### config.mk
export PLATFORM = sky130hd
export DESIGN_NAME = serial_ctl_decoder
export DESIGN_NICKNAME = d
export VERILOG_FILES = /design/src/rtl/serial_ctl_pkg.sv /design/src/rtl/serial_ctl_fsm.sv /design/src/rtl/serial_ctl_regs.sv /design/src/rtl/serial_ctl_decoder.sv
export SDC_FILE = /design/constraint.sdc
export NUM_CORES = 1
export LEC_CHECK = 0
export CAP_MARGIN = 0
export CORE_MARGIN = 5
export CORE_UTILIZATION = 60
export CTS_CLUSTER_DIAMETER = 120
export CTS_CLUSTER_SIZE = 8
export DETAILED_ROUTE_END_ITERATION = 16
export DONT_BUFFER_PORTS = 1
export PLACE_DENSITY = 0.76
export SYNTH_ARGS = -nofsm -noshare
export SYNTH_HDL_FRONTEND = slang
export SYNTH_SLANG_ARGS = --single-unit
### constraint.sdc
create_clock -name clk -period 4 [get_ports clk]
set_input_delay 0.2 -clock clk [delete_from_list [all_inputs] [get_ports clk]]
set_output_delay 0.2 -clock clk [all_outputs]
set_load 0.02 [all_outputs]
### src/rtl/serial_ctl_pkg.sv
package serial_ctl_pkg;

  localparam logic [7:0] TYPE_HOST_WR = 8'h40;
  localparam logic [7:0] TYPE_HOST_RD = 8'hC0;

  localparam logic [7:0] CODE_RD_MODEM   = 8'd2;
  localparam logic [7:0] CODE_WR_BAUD    = 8'd5;
  localparam logic [7:0] CODE_RD_LINE    = 8'd6;
  localparam logic [7:0] CODE_WR_LINE    = 8'd7;
  localparam logic [7:0] CODE_WR_MODEM   = 8'd10;
  localparam logic [7:0] CODE_WR_AUX     = 8'd11;
  localparam logic [7:0] CODE_WR_CTSGATE = 8'd12;

  localparam int IDX_W = 3;

  typedef enum logic [2:0] {
    TGT_NONE,
    TGT_BAUD,
    TGT_LINE,
    TGT_MODEM,
    TGT_CTS
  } target_e;

  typedef struct packed {
    logic             capByte;
    logic             commit;
    target_e          target;
    logic [IDX_W-1:0] byteIdx;
    logic             rdLine;
    logic             rdModem;
    logic             stall;
  } strobe_t;

endpackage

### src/rtl/serial_ctl_fsm.sv
module serial_ctl_fsm
  import serial_ctl_pkg::*;
#(
  parameter int LEN_W     = 16,
  parameter int DIV_BYTES = 4
) (
  input  logic             clk,
  input  logic             rstN,
  input  logic             setupValid,
  input  logic [7:0]       reqType,
  input  logic [7:0]       reqCode,
  input  logic [LEN_W-1:0] reqLen,
  input  logic             dataValid,
  output strobe_t          strb
);

  typedef enum logic {ST_IDLE, ST_COLLECT} state_e;

  state_e           state;
  target_e          tgtQ;
  logic [IDX_W-1:0] idxQ;
  logic [IDX_W-1:0] lastIdxQ;

  logic             decOk;
  logic             decRead;
  target_e          decTgt;
  logic [IDX_W-1:0] decLast;
  logic             lenOne;
  logic             lenDiv;

  assign lenOne = (reqLen == LEN_W'(1));
  assign lenDiv = (reqLen == LEN_W'(DIV_BYTES));

  always_comb begin
    decOk   = 1'b0;
    decRead = 1'b0;
    decTgt  = TGT_NONE;
    decLast = '0;
    if (reqType == TYPE_HOST_WR) begin
      unique case (reqCode)
        CODE_WR_BAUD: begin
          decOk   = lenDiv;
          decTgt  = TGT_BAUD;
          decLast = IDX_W'(DIV_BYTES - 1);
        end
        CODE_WR_LINE:    begin decOk = lenOne; decTgt = TGT_LINE;  end
        CODE_WR_MODEM:   begin decOk = lenOne; decTgt = TGT_MODEM; end
        CODE_WR_CTSGATE: begin decOk = lenOne; decTgt = TGT_CTS;   end
        CODE_WR_AUX:     begin decOk = lenOne; decTgt = TGT_NONE;  end
        default:         decOk = 1'b0;
      endcase
    end else if (reqType == TYPE_HOST_RD) begin
      decRead = 1'b1;
      unique case (reqCode)
        CODE_RD_LINE:  decOk = lenOne;
        CODE_RD_MODEM: decOk = lenOne;
        default:       decOk = 1'b0;
      endcase
    end
  end

  always_comb begin
    strb = '0;
    if (state == ST_IDLE && setupValid) begin
      if (!decOk) begin
        strb.stall = 1'b1;
      end else if (decRead) begin
        strb.rdLine  = (reqCode == CODE_RD_LINE);
        strb.rdModem = (reqCode == CODE_RD_MODEM);
      end
    end
    if (state == ST_COLLECT && dataValid) begin
      strb.capByte = 1'b1;
      strb.byteIdx = idxQ;
      strb.target  = tgtQ;
      strb.commit  = (idxQ == lastIdxQ);
    end
  end

  always_ff @(posedge clk) begin
    if (!rstN) begin
      state    <= ST_IDLE;
      tgtQ     <= TGT_NONE;
      idxQ     <= '0;
      lastIdxQ <= '0;
    end else begin
      unique case (state)
        ST_IDLE: begin
          if (setupValid && decOk && !decRead) begin
            state    <= ST_COLLECT;
            tgtQ     <= decTgt;
            lastIdxQ <= decLast;
            idxQ     <= '0;
          end
        end
        ST_COLLECT: begin
          if (dataValid) begin
            if (idxQ == lastIdxQ) begin
              state <= ST_IDLE;
              idxQ  <= '0;
            end else begin
              idxQ <= idxQ + 1'b1;
            end
          end
        end
        default: state <= ST_IDLE;
      endcase
    end
  end

endmodule

### src/rtl/serial_ctl_regs.sv
module serial_ctl_regs
  import serial_ctl_pkg::*;
#(
  parameter int         DIV_BYTES = 4,
  parameter logic [7:0] MODEM_RST = 8'h08
) (
  input  logic                   clk,
  input  logic                   rstN,
  input  strobe_t                strb,
  input  logic [7:0]             dataByte,
  input  logic [7:0]             modemStatusIn,
  input  logic [7:0]             lineStatusIn,
  output logic [DIV_BYTES*8-1:0] baudDivisor,
  output logic [7:0]             lineCtrl,
  output logic [7:0]             modemCtrl,
  output logic                   ctsGate,
  output logic                   respValid,
  output logic [7:0]             respByte,
  output logic                   stall,
  output logic                   reportValid,
  output logic [15:0]            reportWord
);

  localparam int IDX_BITS = (DIV_BYTES > 1) ? $clog2(DIV_BYTES) : 1;

  logic [DIV_BYTES-1:0][7:0] accQ;
  logic [DIV_BYTES-1:0][7:0] assembled;
  logic [IDX_BITS-1:0]       idx;
  logic [7:0]                lastModem;
  logic [7:0]                lastLine;
  logic                      statusMoved;

  assign idx = strb.byteIdx[IDX_BITS-1:0];

  // Byte lanes of the divisor: the lane selected by the current byte index
  // takes the incoming byte, the others take what was already collected.
  for (genvar g = 0; g < DIV_BYTES; g++) begin : g_lane
    assign assembled[g] = (strb.capByte && idx == IDX_BITS'(g)) ? dataByte : accQ[g];

    always_ff @(posedge clk) begin
      if (!rstN) begin
        accQ[g] <= '0;
      end else if (strb.capByte && idx == IDX_BITS'(g)) begin
        accQ[g] <= dataByte;
      end
    end
  end

  always_ff @(posedge clk) begin
    if (!rstN) begin
      baudDivisor <= '0;
      lineCtrl    <= '0;
      modemCtrl   <= MODEM_RST;
      ctsGate     <= 1'b0;
    end else if (strb.commit) begin
      unique case (strb.target)
        TGT_BAUD:  baudDivisor <= assembled;
        TGT_LINE:  lineCtrl    <= dataByte;
        TGT_MODEM: modemCtrl   <= dataByte;
        TGT_CTS:   ctsGate     <= dataByte[0];
        default:   ;
      endcase
    end
  end

  always_ff @(posedge clk) begin
    if (!rstN) begin
      respValid <= 1'b0;
      respByte  <= '0;
      stall     <= 1'b0;
    end else begin
      respValid <= strb.rdLine | strb.rdModem;
      stall     <= strb.stall;
      if (strb.rdLine) begin
        respByte <= lineCtrl;
      end else if (strb.rdModem) begin
        respByte <= modemStatusIn;
      end
    end
  end

  assign statusMoved = (modemStatusIn != lastModem) || (lineStatusIn != lastLine);

  always_ff @(posedge clk) begin
    if (!rstN) begin
      lastModem   <= '0;
      lastLine    <= '0;
      reportValid <= 1'b0;
      reportWord  <= '0;
    end else begin
      reportValid <= statusMoved;
      if (statusMoved) begin
        lastModem  <= modemStatusIn;
        lastLine   <= lineStatusIn;
        reportWord <= {lineStatusIn, modemStatusIn};
      end
    end
  end

endmodule

### src/rtl/serial_ctl_decoder.sv
module serial_ctl_decoder
  import serial_ctl_pkg::*;
#(
  parameter int         LEN_W     = 16,
  parameter int         DIV_BYTES = 4,
  parameter logic [7:0] MODEM_RST = 8'h08
) (
  input  logic                   clk,
  input  logic                   rstN,
  input  logic                   setupValid,
  input  logic [7:0]             reqType,
  input  logic [7:0]             reqCode,
  input  logic [LEN_W-1:0]       reqLen,
  input  logic                   dataValid,
  input  logic [7:0]             dataByte,
  input  logic [7:0]             modemStatusIn,
  input  logic [7:0]             lineStatusIn,
  output logic [DIV_BYTES*8-1:0] baudDivisor,
  output logic [7:0]             lineCtrl,
  output logic [7:0]             modemCtrl,
  output logic                   ctsGate,
  output logic                   respValid,
  output logic [7:0]             respByte,
  output logic                   stall,
  output logic                   reportValid,
  output logic [15:0]            reportWord
);

  strobe_t strb;

  serial_ctl_fsm #(
    .LEN_W    (LEN_W),
    .DIV_BYTES(DIV_BYTES)
  ) u_fsm (
    .clk       (clk),
    .rstN      (rstN),
    .setupValid(setupValid),
    .reqType   (reqType),
    .reqCode   (reqCode),
    .reqLen    (reqLen),
    .dataValid (dataValid),
    .strb      (strb)
  );

  serial_ctl_regs #(
    .DIV_BYTES(DIV_BYTES),
    .MODEM_RST(MODEM_RST)
  ) u_regs (
    .clk          (clk),
    .rstN         (rstN),
    .strb         (strb),
    .dataByte     (dataByte),
    .modemStatusIn(modemStatusIn),
    .lineStatusIn (lineStatusIn),
    .baudDivisor  (baudDivisor),
    .lineCtrl     (lineCtrl),
    .modemCtrl    (modemCtrl),
    .ctsGate      (ctsGate),
    .respValid    (respValid),
    .respByte     (respByte),
    .stall        (stall),
    .reportValid  (reportValid),
    .reportWord   (reportWord)
  );

endmodule

== Word level (Yosys, flattened, before mapping) ==
Index checks and enable logic that the tools add are counted.
W data, S select, Z words.
Word-level totals
  bits in registers: 134
  bits in latches: 0
  memory bits (writable): 0
  ROM bits: 0
  input bits: 60
  output and inout bits: 76
  memories kept: 0
Operators by class
  $add $sub $neg: 1
  multipliers: 0
  div/mod/pow operators: 0
  order comparisons: 0
  equality and inequality tests: 23
  shift-type cells: 0
  muxes and demuxes: 29
  bitwise gates (word level): 2
  reduce and logical (&&, ||, !) cells: 21
Operator list (number)
  $mux W8: 7
  $eq A8 B3 Y1 const B: 3
  $eq A8 B4 Y1 const B: 3
  $mux W3: 6
  $eq A16 B1 Y1 const B: 1
  $eq A16 B3 Y1 const B: 1
  $ne A8 B8 Y1: 2
  $reduce_and A2 Y1: 7
  $pmux W3 S4: 1
  $mux W1: 9
  $eq A8 B2 Y1 const B: 1
  $eq A8 B7 Y1 const B: 1
  $eq A8 B8 Y1 const B: 1
  $logic_and A1 B1 Y1: 8
  $eq A3 B2 Y1 const B: 2
  $mux W2: 3
  $pmux W3 S2: 1
  $eq A2 B2 Y1 const B: 2
  $ne A2 B2 Y1 const B: 2
  $pmux W1 S2: 2
  $reduce_or A4 Y1: 1
  $add A3 B1 Y3 const B: 1
  $eq A3 B1 Y1 const B: 1
  $eq A3 B3 Y1: 1
  9 further kinds: 9

== Longest topological paths before layout ==
Gate-level depths: netlist of the first run.
  depth in word-level cells: 9
  mapped depth: 8
  gate-level depth less buffers: 5

== Modules after synthesis ==
From an unflattened synthesis of the first run, not the netlist that was laid out.
Second synthesis, totals
  cell total of the unflattened synthesis: 482
  area total of the unflattened synthesis: 4795.8 um^2
By module, submodules not included
  serial_ctl_regs: times used 1, cells each 385, area an instance 4003.8 um^2
  serial_ctl_fsm: times used 1, cells each 97, area an instance 792.0 um^2

== Worst setup path after synthesis of the first run ==
No wires, ideal clock.
  path kind: register to register
  start: register u_fsm.idxQ[0]
  end: register u_regs.lineCtrl[3]
  setup time: 128 ps
  arrival time: 1632 ps
  setup slack: 2240 ps
  stages on the path, launching flop included: 8
  path buffers: 2
  clock period less this slack: 1760 ps
  cell sequence: dfxtp_1 -> buf_2 -> and3_1 -> o211ai_1 -> or4b_1 -> buf_2 -> mux2i_1 -> nor2_1
Between the ends
  longest elaborated chain between the ends: 3
Ends and longest elaborated chain
  start, declared: RTL line serial_ctl_fsm.sv:21  | logic [IDX_W-1:0] idxQ;
  start signal, assigned: RTL line serial_ctl_fsm.sv:102  | idxQ <= idxQ + 1'b1;
  $eq A3 B3 Y1: RTL line serial_ctl_fsm.sv:76  | strb.commit = (idxQ == lastIdxQ);
  $mux W8: RTL line serial_ctl_fsm.sv:72  | if (state == ST_COLLECT && dataValid) begin
  $reduce_and A2 Y1 (no source line)
  end signal, assigned: RTL line serial_ctl_regs.sv:58  | TGT_LINE: lineCtrl <= dataByte;
  end, declared: RTL line serial_ctl_regs.sv:14  | output logic [7:0] lineCtrl,
Every way passes these cells.
A chain may end at the register's enable or synchronous reset.

== Worst setup path in the final report of the first run ==
  start: register u_fsm.idxQ[1]
  end: register u_regs.modemCtrl[3]
Between the ends
  longest elaborated chain between the ends: 3
Ends and longest elaborated chain
  $eq A3 B3 Y1: RTL line serial_ctl_fsm.sv:76
  $mux W8: RTL line serial_ctl_fsm.sv:72
  $reduce_and A2 Y1 (no source line)
  end signal, assigned: RTL line serial_ctl_regs.sv:59  | TGT_MODEM: modemCtrl <= dataByte;
  end, declared: RTL line serial_ctl_regs.sv:15  | output logic [7:0] modemCtrl,
Every way passes these cells.

==> reports/metrics.cfg, run 1 <==
[pwr]
p_total_mw=2.723
p_leak_nw=2.276
ir_drop_mv=0.3715
power_density_nw_per_um2=500.0

[global_routing]
grt_max_degree=65
overflow=0
antenna_found_initial=0
grt_pass1_wl_um=18060
grt_pass1_vias=3310
grt_use_total=0.2393

[synth]
synth.area.mux_share=0.1336
ys.flop_type=dfxtp_1
synth_cells=445
yosys.area_share.simple=0.1900
synth_warnings=0
synth_edf_count=0
yosysTopAreaCell=dfxtp_1
synth_most_common_cell=dfxtp_1
ys_ff_latch=116
synth_nets=506
synth_area_um2=4569
synthArstFlopShare=0
synthAdderAreaFrac=0.002738
synth_top_area_frac=0.5082
synthXorXnorAreaFrac=0.03067
ys_seq_area_frac=0.5082
synth_area_leaders=dfxtp_1 51%, mux2i_1 13%, nor2_1 8.1%, a211oi_1 6.6%, xor2_1 3.1%
ys_top_cells_by_count=116 x dfxtp_1, 98 x nor2_1, 61 x mux2i_1
synth_compound_area_frac=0.09693
postSynthAreaPerCell_um2=10.27
synth_top_family_by_area=simple AND/OR/NAND/NOR gates
synth.distinct_cells=54

[sta]
finClkSkew_ns=0.005355
worst_pin_slew_ns=0.9218
max_freq_mhz=399.1
relSlewSlack=0.3821
finalHoldViolations=0
slew_viol_final=0
finalCritPeriodShare=0.6265
fin_setup_tns_ns=0
rsz0062_at_grt=false
fin_crit_ns=2.506
setup_viol=0

[critical_path]
path_cells=and3_1 -> o211ai_1 -> or3_1 -> mux2i_1 -> nand2_1 -> dlygate4sd3_1
worst_setup_path_end_kind=register
cp.arrival_ns=2.89
cp-start-kind=register
crit_type=reg2reg
slowest_delay_ns=0.59
slowest_stage=dlygate4sd3_1
crit_buf_inv=1
critPathMaxFanout=8
crit_family=simple AND/OR/NAND/NOR gates
cp_data_required_time_ns=4.38

[clocking]
clk_pin_slew_ns=0.05
cts_resized=0
root_buffer=clkbuf_8
cts_setup_buffers=0
clock_path_buffers=2
cts_tree=done
cts_made_buffers=17
clock_latency_ns=0.50
htreeDepth=4
clock_sinks=116

[floorplan]
die_h_um=97.27
core-area_um2=7331
start_util=0.6233
ioPinCount=136
dieArea_um2=9460
rows=31
fp.dieW_um=97.27

[detailed_routing]
wl_um=11250
ant_nets=0
first_pass_iters=4
drt_iter0_markers=135
viasPerCell=5.741
via_count=3341
drc=0
wl_per_cell_um=19.32

[final_layout]
fin_nets=533
diodes=0
drive_above_1_share=0.09938
stdcell_area_um2=5446
syn2layout_area_growth_pct=19.19

[placement]
gp_congestion=0.8304
port-buffer-count=0
dp_hpwl_um=7118
dpl_cell_area_um2=4557

[status]
status=finished clean

[min_path]
min_path_type=in2reg

[run]
drv_cap=0

[cell families (layout without fill, tap and decap cells)]
kind of cell,count (synthesis),count (layout)
xor gates and xnor gates,16,16
adders and majority gates,1,1
AOI/OAI and AO/OA,58,58
muxes,61,61
buffers and inverters,30,68
DFF,116,116
and+or+nand+nor,163,163
[through the flow]
| step | hold WS [ns] | std cells | util | worst slack (ns) |
|---|---|---|---|---|
| finish | 0.02593 | 582 | 0.7430 | 1.494 |
| global route | 0.02619 | 582 | 0.7430 | 1.378 |
| CTS | 0.01458 | 582 | 0.7430 | 1.524 |
| detailed placement | 0.2768 | 520 | 0.6216 | 1.865 |
| global placement | 0.2694 | 520 | 0.6216 | 1.984 |
| floorplan | 0.3217 | 445 | - | 2.240 |
[worst reg2reg max path, delay by kind of cell, from the launching register on]
family	cells	cell delay [ns]
simple gates	3	0.90
flops	1	0.48
compound gates	1	0.17
mux	1	0.25
buf+inv	1	0.59
[sequential cells by signal (all words and copies together) (netlist names), 3 cells and up]
| register | cells |
|---|---|
| u_fsm.idxQ | 3 |
| u_fsm.tgtQ | 3 |
| u_regs.accQ | 32 |
| u_regs.baudDivisor | 32 |
| u_regs.lastLine | 8 |
| u_regs.lastModem | 7 |
| u_regs.lineCtrl | 8 |
| u_regs.modemCtrl | 8 |
| u_regs.respByte | 8 |
[layout by cell type (no fill, tap or decap), types with 3 or more instances in the layout]
cell type and n:
and2_1 17, bufinv_16 3, nor3b_1 3, nor4_1 7, a211oi_1 40, clkinv_2 4, nand3_1 3, xor2_1 16
clkbuf_16 16, mux2i_1 61, a21oi_1 3, dfxtp_1 116, inv_1 3, dlygate4sd3_1 32, o21ai_0 4, nand2_1 7
nor2_1 98
[worst paths after layout]
check / start / end / cells past startpoint / slack (ns)
worst max-delay path: u_fsm.idxQ[1] / u_regs.modemCtrl[3] / 6 / 1.49
worst min-delay path: reqCode[1] / u_fsm.tgtQ[1] / 4 / 0.03
worst max register to register: u_fsm.idxQ[1] / u_regs.modemCtrl[3] / 6 / 1.49
worst min register to register: u_regs.accQ[17] / u_regs.accQ[17] / 2 / 0.49
[per-layer routing]
| metal | wire length, um | share of wire | up-vias | global-route usage |
|---|---|---|---|---|
| met5 | 0 | 0 | - | 0 |
| met4 | 224 | 0.020 | 0 | 0.07774 |
| met3 | 920 | 0.082 | 19 | 0.1055 |
| met2 | 5637 | 0.50 | 109 | 0.4045 |
| met1 | 4463 | 0.40 | 1594 | 0.2710 |
| li1 | - | - | 1619 | - |
[report_power, final]
group          internal [mW]  switching (mW)  total (mW)
Combinational         0.0438          0.0496      0.0934
Clock                  0.952           0.492        1.44
Sequential              1.17          0.0195        1.19
[repair_timing]
item,CTS,global route
setup endpoints to repair,0,0
hold endpoints to repair,97,0
hold buffers,32,0
[area by class of cell]
| type | instances | area [um^2] |
|---|---|---|
| Clock buffer | 20 | 435.4 |
| Clock inverter | 10 | 133.9 |
| Fill cell | 540 | 1884 |
| Inverter | 4 | 15.01 |
| Multi-Input combinational cell | 299 | 2081 |
| Sequential cell | 116 | 2322 |
| Tap cell | 99 | 123.9 |
| Timing Repair Buffer | 34 | 335.3 |
Note: power is estimated with default switching activity, not from simulation.
==> run 2, diff against run 1 <==
--- a/config.mk
+++ b/config.mk
@@ -7,12 +7,12 @@
 export LEC_CHECK = 0
 export CAP_MARGIN = 0
 export CORE_MARGIN = 5
-export CORE_UTILIZATION = 60
+export CORE_UTILIZATION = 56
 export CTS_CLUSTER_DIAMETER = 120
 export CTS_CLUSTER_SIZE = 8
 export DETAILED_ROUTE_END_ITERATION = 16
 export DONT_BUFFER_PORTS = 1
-export PLACE_DENSITY = 0.76
+export PLACE_DENSITY = 0.74
 export SYNTH_ARGS = -nofsm -noshare
 export SYNTH_HDL_FRONTEND = slang
 export SYNTH_SLANG_ARGS = --single-unit
==> constraint.sdc (replaced) <==
create_clock -name clk -period 2.1 [get_ports clk]
set_input_delay 0.105 -clock clk [delete_from_list [all_inputs] [get_ports clk]]
set_output_delay 0.105 -clock clk [all_outputs]
set_load 0.02 [all_outputs]
==> reports/metrics.cfg, run 2 (synthesis gave the netlist of run 1 again) <==
[sta]
fin_setup_tns_ns=0
finalHoldViolations=0
rsz0062_at_grt=false
fin_crit_ns=1.987
setup_viol=0
finClkSkew_ns=0.008495
worst_pin_slew_ns=0.7448
slew_viol_final=0
max_freq_mhz=503.4
relSlewSlack=0.5019
finalCritPeriodShare=0.9460
hold_ws_ns=0.01902

[detailed_routing]
wl_um=11260
viasPerCell=5.655
via_count=3376
wl_per_cell_um=18.86
drt_iter0_markers=153
ant_nets=0
drc=0
first_pass_iters=4

[clocking]
cts_resized=0
clock_latency_ns=0.50
clock_path_buffers=2
clock_sinks=116
htreeDepth=4
cts_tree=done
cts_made_buffers=17
clk_pin_slew_ns=0.06
root_buffer=clkbuf_8

[pwr]
net-switching-power_mw=1.181
p_seq_frac=0.420
pwr-share-clk=0.544
ir_drop_mv=0.6488
combPwrFrac=0.036
sw_frac_of_total=0.2195
power_density_nw_per_um2=964.2
p_int_mw=4.199
p_leak_nw=2.339

[global_routing]
grt_use_total=0.2260
grt_max_degree=66
grt_pass1_vias=3470
grt_pass1_wl_um=17670
overflow=0
antenna_found_initial=0

[critical_path]
slowest_stage=or4b_1
critPathMaxFanout=8
cp.arrival_ns=2.35
r2r_slack_ns=0.11
crit_type=reg2reg
crit_family=simple AND/OR/NAND/NOR gates
reg2reg_to=u_regs.lineCtrl[4]
crit_buf_inv=0
slowest_delay_ns=0.75
worst_setup_path_end_kind=register
path_cells=and3_1 -> o211ai_1 -> or4b_1 -> mux2i_1 -> nor2_1
cp_data_required_time_ns=2.47
reg2reg_from=u_fsm.idxQ[1]
cp-start-kind=register
reg2reg_depth=5

[placement]
gp_congestion=0.8924
port-buffer-count=0
dp_hpwl_um=7204

[run]
drv_cap=0

[floorplan]
dieArea_um2=10070
die_h_um=100.3
rows=33
core-area_um2=8093
start_util=0.5646
fp.dieW_um=100.3
ioPinCount=136

[final_layout]
top_regs=u_regs.accQ (32), u_regs.baudDivisor (32)
final_common_cell=dfxtp_1
drive_above_1_share=0.1159
nFillCells=621
fin_nets=540
syn2layout_area_growth_pct=22.10
diodes=0
most-common-layout-cells=116 x dfxtp_1, 98 x nor2_1, 61 x mux2i_1

[status]
status=finished clean

[min_path]
min_path_cells=3
hp-start=lineStatusIn[2]
min_to=u_regs.reportValid
min_path_type=in2reg

[run 2: changes by cell type in the layout (fill, tap and decap cells not counted)]
cell / before / now
clkinv_2: 4 / 1
dlygate4sd3_1: 32 / 34
clkinvlp_4: 2 / 3
clkbuf_8: 2 / 3
buf_12: 0 / 2
inv_6: 0 / 5
buf_4: 2 / 5
clkbuf_1: 2 / 0
[run 2: through the flow]
stage                     utilization  setup WS, ns  cell area (um^2)  instances  total power [mW]
after CTS                      0.6894        0.1306              5579        597             5.420
final                          0.6894        0.1135              5579        597             5.379
after detailed placement       0.5717        0.1834              4627        531             2.410
after global routing           0.6894      0.004110              5579        597             5.548
after global placement         0.5717        0.2580              4627        531             2.407
after floorplan                     -        0.3402              4569        445             2.403
[run 2: tightest hold or removal path: cells and delay by family]
kind / cells / cell delay [ns]
AOI/OAI and AO/OA: 1 / 0.17
xor gates and xnor gates: 1 / 0.12
and+or+nand+nor: 1 / 0.07
[run 2: power by group through the flow]
| stage | Sequential (mW) | Clock, mW | Combinational, mW |
|---|---|---|---|
| 3_3_place_gp | 2.31 | 0 | 0.102 |
| 5_1_grt | 2.26 | 3.08 | 0.208 |
| 3_5_place_dp | 2.31 | 0 | 0.105 |
| 6_report | 2.26 | 2.93 | 0.193 |
| 4_1_cts | 2.26 | 2.97 | 0.191 |
| 2_1_floorplan | 2.30 | 0 | 0.101 |
[run 2: worst max path at each step]
stage,from,end,slack [ns],cells after the start
2_1_floorplan,u_fsm.idxQ[0],u_regs.lineCtrl[3],0.34,7
3_3_place_gp,u_fsm.lastIdxQ[0],u_regs.lineCtrl[7],0.26,5
3_5_place_dp,u_fsm.idxQ[1],u_regs.lineCtrl[1],0.18,5
4_1_cts,u_fsm.idxQ[1],u_regs.lineCtrl[7],0.13,5
5_1_grt,u_fsm.idxQ[1],u_regs.lineCtrl[4],0.004,5
6_report,u_fsm.idxQ[1],u_regs.lineCtrl[4],0.11,5
[run 2: cell type report]
cell class / instances / area, um^2 / area share
Tap cell: 105 / 131.4 / 0.02355
Inverter: 4 / 15.01 / 0.002691
Sequential cell: 116 / 2322 / 0.4162
Timing Repair Buffer: 41 / 417.9 / 0.07490
Clock buffer: 19 / 441.7 / 0.07917
Multi-Input combinational cell: 299 / 2081 / 0.3730
Clock inverter: 13 / 170.2 / 0.03050
[run 2: timing repair]
item                                   4_1_cts  5_1_grt
setup buffers                                0        0
hold buffers                                34        0
setup endpoints to repair                    0        0
endpoints found under the hold margin      116        0
[run 2: per-layer routing]
layer  up-vias  global-route usage  share of wire
met2       123              0.3823           0.50
li1       1627                   -              -
met4         0             0.08705          0.018
met5         -                   0              0
met3        18             0.07853          0.087
met1      1608              0.2628           0.39
